--- src/rtl/cfg_byte_loader.sv ---
module cfg_byte_loader #(
  parameter int FRAMES       = 3,
  parameter int FRAME_BYTES  = 4,
  parameter int STARTUP_CLKS = 6
) (
  input  logic       clk,
  input  logic       rst_n,
  input  logic       prog_n,
  input  logic       cs,
  input  logic       chain_in,
  input  logic [7:0] din,
  output logic       wr_en,
  output logic [7:0] wr_data,
  output logic       init_n,
  output logic       chain_out,
  output logic       done
);
  localparam logic [7:0] PRE = 8'h4F;
  localparam logic [7:0] CHK = 8'h4B;
  localparam logic [7:0] SOF = 8'h7F;
  localparam int MX1 = (FRAME_BYTES + 2 > 7) ? FRAME_BYTES + 2 : 7;
  localparam int MX  = (STARTUP_CLKS > MX1) ? STARTUP_CLKS : MX1;
  localparam int PW  = $clog2(MX + 1);
  localparam int FW  = $clog2(FRAMES + 1);

  typedef enum logic [2:0] {S_HDR, S_FRM, S_UP, S_DONE, S_ERR} st_t;
  st_t st;
  logic [PW-1:0] pos;
  logic [FW-1:0] frm;

  wire take = cs && (st == S_HDR || st == S_UP || (st == S_FRM && chain_in));

  assign init_n    = (st != S_ERR);
  assign chain_out = (st == S_UP) || (st == S_DONE);
  assign done      = (st == S_DONE);

  always_ff @(posedge clk or negedge rst_n) begin
    if (!rst_n) begin
      st <= S_HDR; pos <= '0; frm <= '0; wr_en <= 1'b0; wr_data <= '0;
    end else if (!prog_n) begin
      st <= S_HDR; pos <= '0; frm <= '0; wr_en <= 1'b0;
    end else begin
      wr_en <= 1'b0;
      if (take) begin
        unique case (st)
          S_HDR: begin
            if ((pos == PW'(2) && din != PRE) || (pos == PW'(6) && din != CHK)) st <= S_ERR;
            else if (pos == PW'(6)) begin st <= S_FRM; pos <= '0; end
            else pos <= pos + 1'b1;
          end
          S_FRM: begin
            if (pos == '0) begin
              if (din != SOF) st <= S_ERR;
              else pos <= PW'(1);
            end else if (pos <= PW'(FRAME_BYTES)) begin
              wr_en <= 1'b1; wr_data <= din; pos <= pos + 1'b1;
            end else if (din != CHK) st <= S_ERR;
            else begin
              pos <= '0;
              frm <= frm + 1'b1;
              if (frm == FW'(FRAMES - 1)) st <= S_UP;
            end
          end
          S_UP: begin
            if (pos == PW'(STARTUP_CLKS - 1)) st <= S_DONE;
            else pos <= pos + 1'b1;
          end
          default: ;
        endcase
      end
    end
  end

  a_r6_err_sticky: assert property (@(posedge clk) disable iff (!rst_n)
    (!init_n && prog_n) |=> !init_n);
  a_r6_no_write_in_err: assert property (@(posedge clk) disable iff (!rst_n)
    !init_n |-> !wr_en);
  a_r7_chain_hold: assert property (@(posedge clk) disable iff (!rst_n)
    (chain_out && prog_n) |=> chain_out);
  a_r8_done_after_chain: assert property (@(posedge clk) disable iff (!rst_n)
    done |-> chain_out);
  a_r5_write_needs_sel: assert property (@(posedge clk) disable iff (!rst_n)
    wr_en |-> $past(cs && chain_in && prog_n));
  a_r9_prog_clears: assert property (@(posedge clk) disable iff (!rst_n)
    !prog_n |=> (init_n && !chain_out && !done && !wr_en));
endmodule

--- config.mk ---
export PLATFORM = sky130hd
export DESIGN_NAME = cfg_byte_loader
export DESIGN_NICKNAME = d
export VERILOG_FILES = /design/src/rtl/cfg_byte_loader.sv
export SDC_FILE = /design/constraint.sdc
export NUM_CORES = 1
export LEC_CHECK = 0
export ABC_AREA = 1
export BUFFER_PORTS_ARGS = -buffer_cell sky130_fd_sc_hd__buf_4
export CORE_UTILIZATION = 55
export CTS_BUF_LIST = sky130_fd_sc_hd__clkbuf_16
export DETAILED_ROUTE_END_ITERATION = 10
export HOLD_SLACK_MARGIN = 0.06
export PLACE_DENSITY_LB_ADDON = 0.08
export SLEW_MARGIN = 20
export SYNTH_ARGS = -nofsm -noshare
export SYNTH_HDL_FRONTEND = slang
export SYNTH_SLANG_ARGS = --single-unit
export TNS_END_PERCENT = 50
--- constraint.sdc ---
create_clock -name clk -period 3.1 [get_ports clk]
set_input_delay 0.155 -clock clk [delete_from_list [all_inputs] [get_ports clk]]
set_output_delay 0.155 -clock clk [all_outputs]
set_load 0.03 [all_outputs]
==> After elaboration in Yosys (flattened, before gate mapping) <==
Cells that the tools add are included.
{ "totals": {"regBits": 17, "input_bits": 13, "output_inout_bits": 12, "word_cells": 81} }
{ "classes": {"addsub": 2, "magnitude_cmp": 1, "n_eq_ne": 26, "mux": 32, "n_bitwise": 1, "reduce_logical": 14} }
{ "op_table": {"columns": ["cell", "n"], "rows": [
  ["two-way mux 3 bit", 19],
  ["!= test 8 x 7 -> 1 bit, second input constant", 3],
  ["one-hot mux 3 bit (3 select lines)", 2],
  ["two-way mux 2 bit", 6],
  ["AND reduction 5 bit", 2],
  ["== test 3 x 2 -> 1 bit, second input constant", 3],
  ["!= test 3 bit, second input constant", 3],
  ["!= test 4 bit, second input constant", 2],
  ["AND reduction 7 bit", 1],
  ["== test 3 bit, second input constant", 2],
  ["zero test 3 bit", 2],
  ["!= test 2 bit, second input constant", 3],
  ["AND reduction 6 bit", 1],
  ["two-way mux 1 bit", 5],
  ["!= test 5 x 2 -> 1 bit, second input constant", 1],
  ["!= test 5 x 3 -> 1 bit, second input constant", 1],
  ["logical AND 1 bit", 4],
  ["logical OR 1 bit", 4],
  ["!= test 2 x 1 -> 1 bit, second input constant", 2],
  ["!= test 4 x 1 -> 1 bit, second input constant", 1],
  ["!= test 4 x 2 -> 1 bit, second input constant", 1],
  ["!= test 4 x 3 -> 1 bit, second input constant", 1],
  ["adder 3 x 1 -> 3 bit, second input constant", 1],
  ["== test 3 x 1 -> 1 bit, second input constant", 1],
  ["5 further kinds", 5]
]} }

==> Longest topological paths before layout <==
{ "depth": {"depth_word": 8, "depth_mapped": 12, "ltp_nobuf": 12} }

==> Worst setup path before layout <==
No wires, ideal clock.
{ "synth_path": {"path_kind": "register -> register", "startpoint": "register pos[0]", "endpoint": "register pos[2]", "setup_ns": 0.065, "arrival_ns": 1.634, "t_required_ns": 3.035, "path_slack_ns": 1.400, "stages_incl_launch_ff": 10, "path_buffers": 0, "period_less_slack_ns": 1.700, "cell_sequence": "dfrtp_1 -> inv_1 -> ha_1 -> ha_1 -> or2_2 -> nand2_1 -> nand3_1 -> a21oi_1 -> nand3_1 -> nand2_1"} }
{ "synth_between": {"elab_chain_len": 6, "word_cells_on_any_way": 22, "cone_classes": "add/sub (1); order compare (1); eq/ne (7); mux (8); reduce/logical (5)"} }
{ "synth_lines": {"columns": ["element", "line_no", "text"], "rows": [
  ["from (decl)", "28", "logic [PW-1:0] pos;"],
  ["from (signal assigned)", "49", "else pos <= pos + 1'b1;"],
  ["from (signal assigned)", "66", "else pos <= pos + 1'b1;"],
  ["adder 3 x 1 -> 3 bit (tied with other cells)", "49, 56, 66", null],
  ["two-way mux 3 bit, on equally long branches", "55, 48", null],
  ["two-way mux 3 bit, on equally long branches", "52, 47", null],
  ["one-hot mux 3 bit (3 select lines)", "45", "unique case (st)"],
  ["two-way mux 3 bit", "44", "if (take) begin"],
  ["two-way mux 3 bit", "40", "end else if (!prog_n) begin"]
]} }
Several ways; a longest one is shown, not always the timed one. The select of a mux whose other input is x is not followed.
A chain may end at the register's enable or synchronous reset.

==> Worst setup path in the final report <==
{ "layout_path": {"startpoint": "register pos[0]", "endpoint": "register pos[0]"} }
The elaborated chain is that of the path after synthesis.

==> results.toml <==
[timing]
holdWs_ps = 116
slew_headroom = 0.803
finalHoldViolations = 0
rsz0062_at_grt = "no"
period_minus_slack_ps = 1990
fin_crit_sh = 0.641
fin_tns_setup_ps = 0
skew_ps = 0.782
tightest_slew_ps = 296
worst_slack_ps = 1110
setup_violations = 0
drv_slew = 0
fmax_ghz = 0.503

[worst_setup_path]
path_class = "flop to flop"
critPathArrivalTime_ps = 2120
endpoint_kind = "flop"
crit_path_top_delay_cell = "dfrtp_1"
r2r_setup_slack_ps = 1110
critical_path_required_ps = 3240
crit_fanout = 4
r2r_start = "pos[0]$_DFFE_PN0P_"
regToRegEndpoint = "pos[0]$_DFFE_PN0P_"
worst_r2r_path_depth = 12
slowest_delay_ps = 420
cp-start-kind = "flop"
path_cells = "inv_1 -> ha_1 -> inv_1 -> ha_1 -> inv_1 -> nor2_1 -> nand3_1 -> nand2_1 -> nor2_1 -> nand3_1 -> nand2_1 -> nand2_1"

[synthesis]
yosysTopAreaCell = "dfrtp_1"
syn_avg_cell_area_um2 = 6.88
synthArstFlopShare = 1.00
synthFlopType = "dfrtp_1"
yosys_register_bits = 17
syn_inst = 186
synthMuxAreaShare = 0
yosysSeqAreaShare = 0.332
synth_xor_area_frac = 0.00684
netlist.area_leader.share = 0.332
synth_top_family_by_area = "simple AND/OR/NAND/NOR gates"
netlist_area_um2 = 1280
syn_nets = 206
synth_compound_area_frac = 0.0860
yosys.area_share.adder = 0.0684
synth.distinct_cells = 22
synth_common_cells = "nand2_1 (52), inv_1 (34), dfrtp_1 (17), nand3_1 (17), nor2_1 (17)"
yosysMostFrequentCell = "nand2_1"
synth_edf_count = 0
synthSimpleGateAreaFrac = 0.385
ys_warn_count = 0
synthTopCellsByArea = "dfrtp_1 (33%), nand2_1 (15%), inv_1 (10%), ha_1 (6.8%), nand3_1 (6.6%)"

[clocking]
numCtsBuffers = 3
cts_setup_buffers = 0
cts_sinks = 17
cts_tree = "yes"
clk_latency_ps = 250
root_buffer = "clkbuf_16"
clockBufferDepth = 2
cts_max_level = 1
post_cts_resized = 0
clkTransAtPathRegs_ps = 50
cts_hold_buf = 1

[placement]
io_buffers = 24
post-place-ws_ps = 1180
place_congestion = 0.860
placed_cell_area_um2 = 1480
hpwl_mm = 2.07

[hold_path]
hold-path-endpoint = "wr_data[7]$_DFFE_PN0P_"
hold_depth = 3
hp-class = "input pin to flop"
min-delay-start = "din[7]"

[routing]
drc_errors = 0
first_pass_iters = 4
drt_iter0_markers = 63
vias_per_cell = 5.10
vias = 1230
ant_nets = 0
post_drt_wl_per_cell_um = 11.5
wirelength_mm = 2.77

[grt]
grt_pass1_wl_mm = 4.54
grt_max_degree = 18
antenna_found_initial = 0
grt_overflow = 0
grt_pass1_vias = 1081
grt_use_total = 0.244

[final_layout]
drive_above_1_share = 0.207
diodes = 0
area_delta_synth_final_pct = 22.5
final_area_um2 = 1570
fill_cells = 193
fin_nets = 234
multi_input_comb_area_um2 = 699
seqCellArea_um2 = 425

[floorplan]
coreArea_um2 = 2210
die_height_um = 50.2
initial_utilization = 0.579
die_area_um2 = 2520
row_count = 17
io_pins = 25
die_w_um = 50.2

[power]
irDropWorstVdd_mv = 0.489
power_uw = 1220
leakage_uw = 0.000862
p_per_area_nw_per_um2 = 775

[outcome]
outcome = "completed"

[flow_run]
maxCapViolCount = 0
## metrics by stage
stage / utilization / instances
floorplan: - / 186
global placement: 0.669 / 236
detailed placement: 0.669 / 236
CTS: 0.709 / 241
global route: 0.709 / 241
finish: 0.709 / 241
## critical path: cells and delay by family (launching register included)
family / cells / cell delay [ps]
buffers and inverters: 3 / 320
and+or+nand+nor: 7 / 770
DFF: 1 / 420
adders and majority gates: 2 / 360
## routing by layer
metal	vias up	part of all wire	track usage	wire length [um]
met1	547	0.43	0.298	1200
li1	634	-	-	-
met2	42	0.48	0.411	1340
met3	7	0.061	0.0455	169
met4	0	0.022	0.114	61
met5	-	0	0	0
## cell type report
class,instances,area share
clock buffer,3,0.0479
clock inverter,1,0.00239
inverter,37,0.0886
multi-input combinational,130,0.446
sequential,17,0.271
tap,28,0.0223
timing repair buffer,25,0.121
## registers in the layout, summed over array words and instances (netlist names)
name and count:
st 3, pos 3, wr_en 1, wr_data 8, frm 2
## power breakdown
part	total, uW	leakage [uW]	switching, uW	internal [uW]
clock	252	0.0000423	80.9	171
sequential	347	0.000203	60.3	286
combinational	617	0.000616	389	227
## worst max-delay path by stage
stage	from	end	cells after the start
after floorplan	pos[0]$_DFFE_PN0P_	pos[2]$_DFFE_PN0P_	9
after global placement	pos[0]$_DFFE_PN0P_	pos[2]$_DFFE_PN0P_	9
after detailed placement	pos[0]$_DFFE_PN0P_	pos[2]$_DFFE_PN0P_	12
after CTS	pos[0]$_DFFE_PN0P_	pos[2]$_DFFE_PN0P_	12
after global routing	pos[0]$_DFFE_PN0P_	pos[2]$_DFFE_PN0P_	10
final	pos[0]$_DFFE_PN0P_	pos[0]$_DFFE_PN0P_	12
## placed cells by master (no fill, tap or decap), drive strengths merged
master | synthesis | final
dfrtp | 17 | 17
xnor2 | 1 | 1
nand3b | 2 | 2
nand3 | 20 | 20
nor2 | 20 | 20
o21ai | 14 | 14
buf | 2 | 24
a21oi | 5 | 5
nor3 | 1 | 1
or2 | 1 | 1
ha | 7 | 7
dlygate4sd3 | 0 | 1
nand4 | 4 | 4
inv | 37 | 38
nand2 | 55 | 55
clkbuf | 0 | 3
## logic make-up (layout without fill, tap and decap cells)
family | after synthesis | in the layout
AO/OA/AOI/OAI | 19 | 19
buffers and inverters | 39 | 66
XOR/XNOR | 1 | 1
AND/OR/NAND/NOR | 103 | 103
adder cells (fa/ha/maj) | 7 | 7
flip-flops | 17 | 17
Note: power is estimated with default switching activity, not from simulation.
